## config.mk

```make
export PLATFORM = sky130hd
export DESIGN_NAME = epp_gate
export DESIGN_NICKNAME = d
export VERILOG_FILES = /design/src/rtl/epp_gate_pkg.sv /design/src/rtl/epp_access_decode.sv /design/src/rtl/epp_cycle_timer.sv /design/src/rtl/epp_lane_mask.sv /design/src/rtl/epp_gate.sv
export SDC_FILE = /design/constraint.sdc
export NUM_CORES = 1
export LEC_CHECK = 0
export CAP_MARGIN = 15
export CORE_ASPECT_RATIO = 1.2
export CORE_MARGIN = 3
export CORE_UTILIZATION = 37
export CTS_CLUSTER_DIAMETER = 80
export DETAILED_ROUTE_END_ITERATION = 10
export PLACE_DENSITY = 0.8
export SLEW_MARGIN = 20
export SYNTH_ARGS = -nofsm -noshare
export SYNTH_HDL_FRONTEND = slang
export SYNTH_SLANG_ARGS = --single-unit
```

## constraint.sdc

```tcl
create_clock -name clk -period 1.8 [get_ports clk]
set_clock_uncertainty 0.2 [all_clocks]
set_input_delay 0.27 -clock clk [delete_from_list [all_inputs] [get_ports clk]]
set_output_delay 0.27 -clock clk [all_outputs]
set_load 0.03 [all_outputs]
```

## src/rtl/epp_gate_pkg.sv

```systemverilog
package epp_gate_pkg;

    typedef enum logic [1:0] {
        S_IDLE = 2'd0,
        S_XFER = 2'd1,
        S_DONE = 2'd2,
        S_FAIL = 2'd3
    } state_e;

    typedef enum logic [1:0] {
        ACC_STATUS = 2'd0,
        ACC_FWD    = 2'd1,
        ACC_DROP   = 2'd2,
        ACC_OTHER  = 2'd3
    } acc_e;

    localparam logic [2:0] OFS_STATUS = 3'd1;
    localparam logic [2:0] OFS_ADDR   = 3'd3;
    localparam logic [2:0] OFS_DATA   = 3'd4;

    localparam logic [7:0] CTL_DIR    = 8'h20;
    localparam logic [7:0] CTL_SELECT = 8'h08;
    localparam logic [7:0] CTL_INIT   = 8'h04;
    localparam logic [7:0] CTL_AUTOLF = 8'h02;
    localparam logic [7:0] CTL_STROBE = 8'h01;

    localparam logic [7:0] CTL_GATE_MASK = CTL_DIR | CTL_SELECT | CTL_INIT | CTL_AUTOLF | CTL_STROBE;
    localparam logic [7:0] CTL_WR_OPEN   = CTL_INIT;
    localparam logic [7:0] CTL_RD_OPEN   = CTL_DIR | CTL_INIT;

    localparam logic [1:0] SZ_BYTE = 2'd0;
    localparam logic [1:0] SZ_HALF = 2'd1;

    function automatic int size_bytes(input logic [1:0] sz);
        case (sz)
            SZ_BYTE: return 1;
            SZ_HALF: return 2;
            default: return 4;
        endcase
    endfunction

endpackage

```

## src/rtl/epp_access_decode.sv

```systemverilog
module epp_access_decode
    import epp_gate_pkg::*;
(
    input  logic [2:0] offset,
    input  logic       write,
    input  logic [1:0] size,
    input  logic [7:0] ctrl,
    output acc_e       kind,
    output logic       addr_sel,
    output logic [1:0] eff_size
);

    logic [7:0] gated;
    logic       open_now;

    always_comb begin
        gated    = ctrl & CTL_GATE_MASK;
        addr_sel = (offset == OFS_ADDR);
        // the address register only ever moves one byte
        eff_size = addr_sel ? SZ_BYTE : size;
        open_now = write ? (gated == CTL_WR_OPEN) : (gated == CTL_RD_OPEN);
        if (offset == OFS_STATUS) begin
            kind = ACC_STATUS;
        end else if (offset == OFS_ADDR || offset == OFS_DATA) begin
            kind = open_now ? ACC_FWD : ACC_DROP;
        end else begin
            kind = ACC_OTHER;
        end
    end

endmodule

```

## src/rtl/epp_cycle_timer.sv

```systemverilog
module epp_cycle_timer #(
    parameter int LIMIT = 64
) (
    input  logic clk,
    input  logic rst_n,
    input  logic clear,
    input  logic run,
    output logic expired
);

    localparam int CNT_W = $clog2(LIMIT + 1);

    logic [CNT_W-1:0] cnt_q;

    // expired marks the last request cycle the budget allows
    assign expired = run && (cnt_q == CNT_W'(LIMIT - 1));

    always_ff @(posedge clk) begin
        if (!rst_n) begin
            cnt_q <= '0;
        end else if (clear) begin
            cnt_q <= '0;
        end else if (run && !expired) begin
            cnt_q <= cnt_q + 1'b1;
        end
    end

endmodule

```

## src/rtl/epp_lane_mask.sv

```systemverilog
module epp_lane_mask
    import epp_gate_pkg::*;
#(
    parameter int DATA_W = 32
) (
    input  logic [DATA_W-1:0] din,
    input  logic [1:0]        size,
    output logic [DATA_W-1:0] dout
);

    localparam int LANES = DATA_W / 8;

    logic [LANES-1:0] lane_en;

    for (genvar g = 0; g < LANES; g++) begin : g_lane
        assign lane_en[g]        = (g < size_bytes(size));
        assign dout[g*8 +: 8]    = lane_en[g] ? din[g*8 +: 8] : 8'h00;
    end

endmodule

```

## src/rtl/epp_gate.sv

```systemverilog
module epp_gate
    import epp_gate_pkg::*;
#(
    parameter int DATA_W         = 32,
    parameter int TIMEOUT_CYCLES = 64
) (
    input  logic              clk,
    input  logic              rst_n,
    input  logic [7:0]        ctrl_reg,
    input  logic [7:0]        ext_status,
    input  logic              host_valid,
    input  logic              host_write,
    input  logic [2:0]        host_offset,
    input  logic [1:0]        host_size,
    input  logic [DATA_W-1:0] host_wdata,
    output logic              host_ready,
    output logic [DATA_W-1:0] host_rdata,
    output logic              per_req,
    output logic              per_addr_sel,
    output logic              per_wr,
    output logic [1:0]        per_size,
    output logic [DATA_W-1:0] per_wdata,
    input  logic              per_ack,
    input  logic [DATA_W-1:0] per_rdata
);

    localparam logic [DATA_W-1:0] ALL_ONES = '1;

    state_e            state_q, state_d;
    acc_e              dec_kind;
    logic              dec_sel;
    logic [1:0]        dec_size;
    logic              accept_fwd;
    logic              clear_hit;
    logic              budget_out;

    logic              req_wr_q;
    logic              req_sel_q;
    logic [1:0]        req_size_q;
    logic [DATA_W-1:0] req_wdata_q;
    logic [DATA_W-1:0] rsp_q;
    logic              timeout_q;

    logic [DATA_W-1:0] wdata_m;
    logic [DATA_W-1:0] rdata_m;
    logic [DATA_W-1:0] ones_now;
    logic [DATA_W-1:0] ones_req;
    logic [7:0]        status_byte;
    logic [DATA_W-1:0] status_word;

    epp_access_decode u_decode (
        .offset   (host_offset),
        .write    (host_write),
        .size     (host_size),
        .ctrl     (ctrl_reg),
        .kind     (dec_kind),
        .addr_sel (dec_sel),
        .eff_size (dec_size)
    );

    epp_cycle_timer #(.LIMIT(TIMEOUT_CYCLES)) u_timer (
        .clk     (clk),
        .rst_n   (rst_n),
        .clear   (accept_fwd),
        .run     (state_q == S_XFER),
        .expired (budget_out)
    );

    epp_lane_mask #(.DATA_W(DATA_W)) u_mask_wr (
        .din (host_wdata), .size (dec_size), .dout (wdata_m)
    );

    epp_lane_mask #(.DATA_W(DATA_W)) u_mask_rd (
        .din (per_rdata), .size (req_size_q), .dout (rdata_m)
    );

    epp_lane_mask #(.DATA_W(DATA_W)) u_mask_ones_now (
        .din (ALL_ONES), .size (dec_size), .dout (ones_now)
    );

    epp_lane_mask #(.DATA_W(DATA_W)) u_mask_ones_req (
        .din (ALL_ONES), .size (req_size_q), .dout (ones_req)
    );

    assign accept_fwd = (state_q == S_IDLE) && host_valid && (dec_kind == ACC_FWD);
    assign clear_hit  = (state_q == S_IDLE) && host_valid && host_write &&
                        (dec_kind == ACC_STATUS) && host_wdata[0];

    always_comb begin
        status_byte    = ext_status;
        status_byte[0] = timeout_q;
        status_word    = '0;
        status_word[7:0] = status_byte;
    end

    // state register
    always_ff @(posedge clk) begin
        if (!rst_n) begin
            state_q <= S_IDLE;
        end else begin
            state_q <= state_d;
        end
    end

    // transitions: IDLE->XFER, XFER->DONE, XFER->FAIL, DONE->IDLE, FAIL->IDLE
    always_comb begin
        state_d = state_q;
        unique case (state_q)
            S_IDLE: if (accept_fwd) state_d = S_XFER;
            S_XFER: begin
                if (per_ack)         state_d = S_DONE;
                else if (budget_out) state_d = S_FAIL;
            end
            S_DONE: state_d = S_IDLE;
            S_FAIL: state_d = S_IDLE;
            default: state_d = S_IDLE;
        endcase
    end

    // request capture, response capture and the sticky flag
    always_ff @(posedge clk) begin
        if (!rst_n) begin
            req_wr_q    <= 1'b0;
            req_sel_q   <= 1'b0;
            req_size_q  <= SZ_BYTE;
            req_wdata_q <= '0;
            rsp_q       <= '0;
            timeout_q   <= 1'b0;
        end else begin
            if (accept_fwd) begin
                req_wr_q    <= host_write;
                req_sel_q   <= dec_sel;
                req_size_q  <= dec_size;
                req_wdata_q <= host_write ? wdata_m : '0;
            end
            if (state_q == S_XFER && per_ack) begin
                rsp_q <= req_wr_q ? '0 : rdata_m;
            end
            if (state_q == S_XFER && !per_ack && budget_out) begin
                timeout_q <= 1'b1;
            end else if (clear_hit) begin
                timeout_q <= 1'b0;
            end
        end
    end

    // outputs per state
    always_comb begin
        host_ready = 1'b0;
        host_rdata = '0;
        per_req    = 1'b0;
        unique case (state_q)
            S_IDLE: begin
                host_ready = host_valid && (dec_kind != ACC_FWD);
                if (!host_write) begin
                    host_rdata = (dec_kind == ACC_STATUS) ? status_word : ones_now;
                end
            end
            S_XFER: begin
                per_req = 1'b1;
            end
            S_DONE: begin
                host_ready = 1'b1;
                host_rdata = rsp_q;
            end
            S_FAIL: begin
                host_ready = 1'b1;
                host_rdata = req_wr_q ? '0 : ones_req;
            end
            default: begin
                host_ready = 1'b0;
            end
        endcase
    end

    assign per_addr_sel = req_sel_q;
    assign per_wr       = req_wr_q;
    assign per_size     = req_size_q;
    assign per_wdata    = req_wdata_q;

endmodule

```

==> impl_metrics.json <==
{
  "hold_violations": 0,
  "holdPathStages": 2,
  "ff2ff_path_depth": 7,
  "viasPerCell": 5.212,
  "holdCritStartpoint": "host_size[0]",
  "boundaryPins": 160,
  "tightest_slew_ps": 392.5,
  "cts.sinks": 78,
  "async_flop_share": 0,
  "drc": 0,
  "synthesis.nets": 432,
  "critPathCaptureType": "output pin",
  "reg2reg_to": "per_wdata[7]",
  "fin_crit_sh": 1.178,
  "syn_inst": 340,
  "worstPathMaxFanout": 8,
  "antenna_found_initial": 0,
  "grt_overflow": 0,
  "violations": "setup timing",
  "std_cell_rows": 36,
  "clockBufferDepth": 2,
  "die_h_um": 108.9,
  "synth-seq-cells": 78,
  "postCtsHoldBufs": 0,
  "p_leak_uw": 0.002642,
  "clk_latency_ps": 340,
  "final_area_sq_mm": 0.006086,
  "cellPowerDensity_mw_per_mm2": 609.9,
  "clk_pin_slew_worst_paths_ps": 70,
  "postRouteWirelength_mm": 11.53,
  "maxCapViolations": 0,
  "dp_hpwl_mm": 7.715,
  "io_buffer_count": 155,
  "reg2reg_setup_slack_ps": -130,
  "worst_ep_arrival_time_ps": 1650,
  "wl_per_cell_um": 17.23,
  "cp.required_ps": 1330,
  "worst_setup_path_start_kind": "flip-flop",
  "ys_seq_area_frac": 0.4780,
  "slew_viol_final": 0,
  "htree_levels": 3,
  "drt_iter0_markers": 118,
  "root_buffer": "clkbuf_8",
  "reg2reg_from": "state_q[0]",
  "diodes": 0,
  "dr.pass1.iters": 4,
  "relSlewSlack": 0.7383,
  "syn-cell-area_sq_mm": 0.003267,
  "synth_area_per_cell_sq_um": 9.608,
  "synth_area_leaders": "dfxtp_1 48%, a22o_1 8.8%, a21o_1 5.7%",
  "ir_worst_vdd_mv": 0.6076,
  "ys_types": 44,
  "grt_pass1_wl_mm": 18.17,
  "core_area_sq_mm": 0.008333,
  "setup_viol": 67,
  "finalSetupTns_ps": -12160,
  "numCtsBuffers": 9,
  "final.min_clock_period_ps": 2121,
  "hold_path.class": "in2reg",
  "grt_max_degree": 35,
  "place_area_sq_mm": 0.005324,
  "drive_gt1_frac": 0.3333,
  "grt.total_usage": 0.2295,
  "die_x_um": 91.78,
  "grt_pass1_vias": 3590,
  "final_common_cell": "clkdlybuf4s50_1",
  "yosysTopAreaCell": "dfxtp_1",
  "status": "complete, but fails checks",
  "fin_nets": 642,
  "crit_type": "reg2out",
  "place_congestion": 0.7832,
  "final_cell_mix": "75 x clkdlybuf4s50_1, 73 x dfxtp_1, 49 x buf_6",
  "die_area_sq_mm": 0.009997,
  "ant_nets": 0,
  "max_freq_mhz": 471.6,
  "vias": 3487,
  "start_util": 0.3920,
  "fillers": 640,
  "synth_edf_count": 0,
  "timing.final.ws_setup_ps": -320.7,
  "area_growth_pct": 86.29,
  "hold_path_end": "per_size[0]",
  "ys.warnings.count": 0,
  "cts_tree": "done",
  "yosysTopAreaCellShare": 0.4780,
  "synth_ff_type": "dfxtp_1",
  "grt_setup_unrepaired": "true"
}
-- per-layer routing --
metal / vias to the layer above / wire, um / track usage
li1: 1677 / - / -
met1: 1650 / 4498 / 0.2566
met2: 140 / 5955 / 0.4052
met3: 20 / 781 / 0.07177
met4: 0 / 295 / 0.09448
met5: - / 0 / 0
-- worst max-delay path by stage --
stage,startpoint,endpoint,slack [ps],depth (start not counted)
after floorplan,state_q[0],host_rdata[29],-90,6
after global placement,host_offset[2],host_rdata[3],-530,6
after detailed placement,host_offset[2],host_rdata[7],-620,6
after CTS,per_size[1],host_rdata[17],-340,7
after global routing,state_q[0],host_rdata[16],-390,7
final,per_size[1],host_rdata[17],-320,7
-- where the power goes --
group	switching (uW)	internal (uW)	total, uW
Clock	669	645	1310
Sequential	0.710	1720	1720
Combinational	285	391	676
-- Yosys cell counts, types with 2 or more instances --
library cell  number
nor2_1            27
buf_2              4
o211a_1            2
inv_1              4
o21ai_0            4
o41ai_1            2
nor2b_1            2
nand3b_1           5
nand3_1           19
a21oi_1           27
ha_1               2
nor3_2             3
o211ai_1           2
a221o_1            8
clkbuf_1          14
a22oi_1            8
xor2_1             3
o21ai_1            4
nand2b_1           4
a21o_1            25
a22o_1            33
nand2_1           24
mux2i_1            3
nor3b_1           10
dfxtp_1           78
and2_1             2
buf_6              4
-- state kept, by name (all words and copies together), names as in the netlist --
name           flops
per_wdata         32
state_q            2
u_timer.cnt_q      7
per_addr_sel       1
per_wr             1
per_size           2
rsp_q             32
timeout_q          1
-- cell type report --
class	count	area, sq um	area share
clock buffer	11	131.4	0.02159
clock inverter	5	60.06	0.009868
inverter	5	21.27	0.003495
multi-input combinational	234	1874	0.3080
sequential	78	1575	0.2588
tap	114	142.6	0.02344
timing repair buffer	222	2281	0.3748
-- cells by family (layout without fill, tap and decap cells) --
| kind of cell | Yosys count | count (layout) | share of synthesized area |
|---|---|---|---|
| AND/OR/NAND/NOR | 107 | 107 | 0.1823 |
| buffers and inverters | 28 | 243 | 0.04404 |
| flip-flops | 78 | 78 | 0.4780 |
| AO/OA/AOI/OAI | 118 | 118 | 0.2658 |
| adder cells (fa/ha/maj) | 2 | 2 | 0.007659 |
| multiplexers | 3 | 3 | 0.009192 |
| XOR/XNOR | 4 | 4 | 0.01302 |
-- stage by stage --
step | util | std cells | worst slack [ps] | hold WS [ps] | power (uW)
after global placement | 0.6389 | 628 | -526.9 | 216.0 | 2316
after detailed placement | 0.6389 | 628 | -618.9 | 235.3 | 2323
final | 0.7303 | 669 | -320.7 | 40.51 | 3712
after global routing | 0.7303 | 669 | -390.8 | 58.93 | 3848
after CTS | 0.7206 | 666 | -335.1 | 248.0 | 3728
after floorplan | - | 340 | -92.59 | 194.7 | 2003
-- worst max-delay path, stage by stage (launching register included) --
cell	delay, ps
dfxtp_4	360
nor2_4	110
inv_2	50
ha_4	270
o21ai_4	60
buf_12	140
a21o_4	180
buf_6	130
-- repair_timing --
| item | CTS | global route |
|---|---|---|
| setup buffers | 19 | 9 |
| cloned | 4 | 1 |
| setup endpoints to repair | 113 | 94 |
| pin swaps | 38 | 15 |
| gates resized for setup | 113 | 34 |
Note: power is estimated with default switching activity, not from simulation.
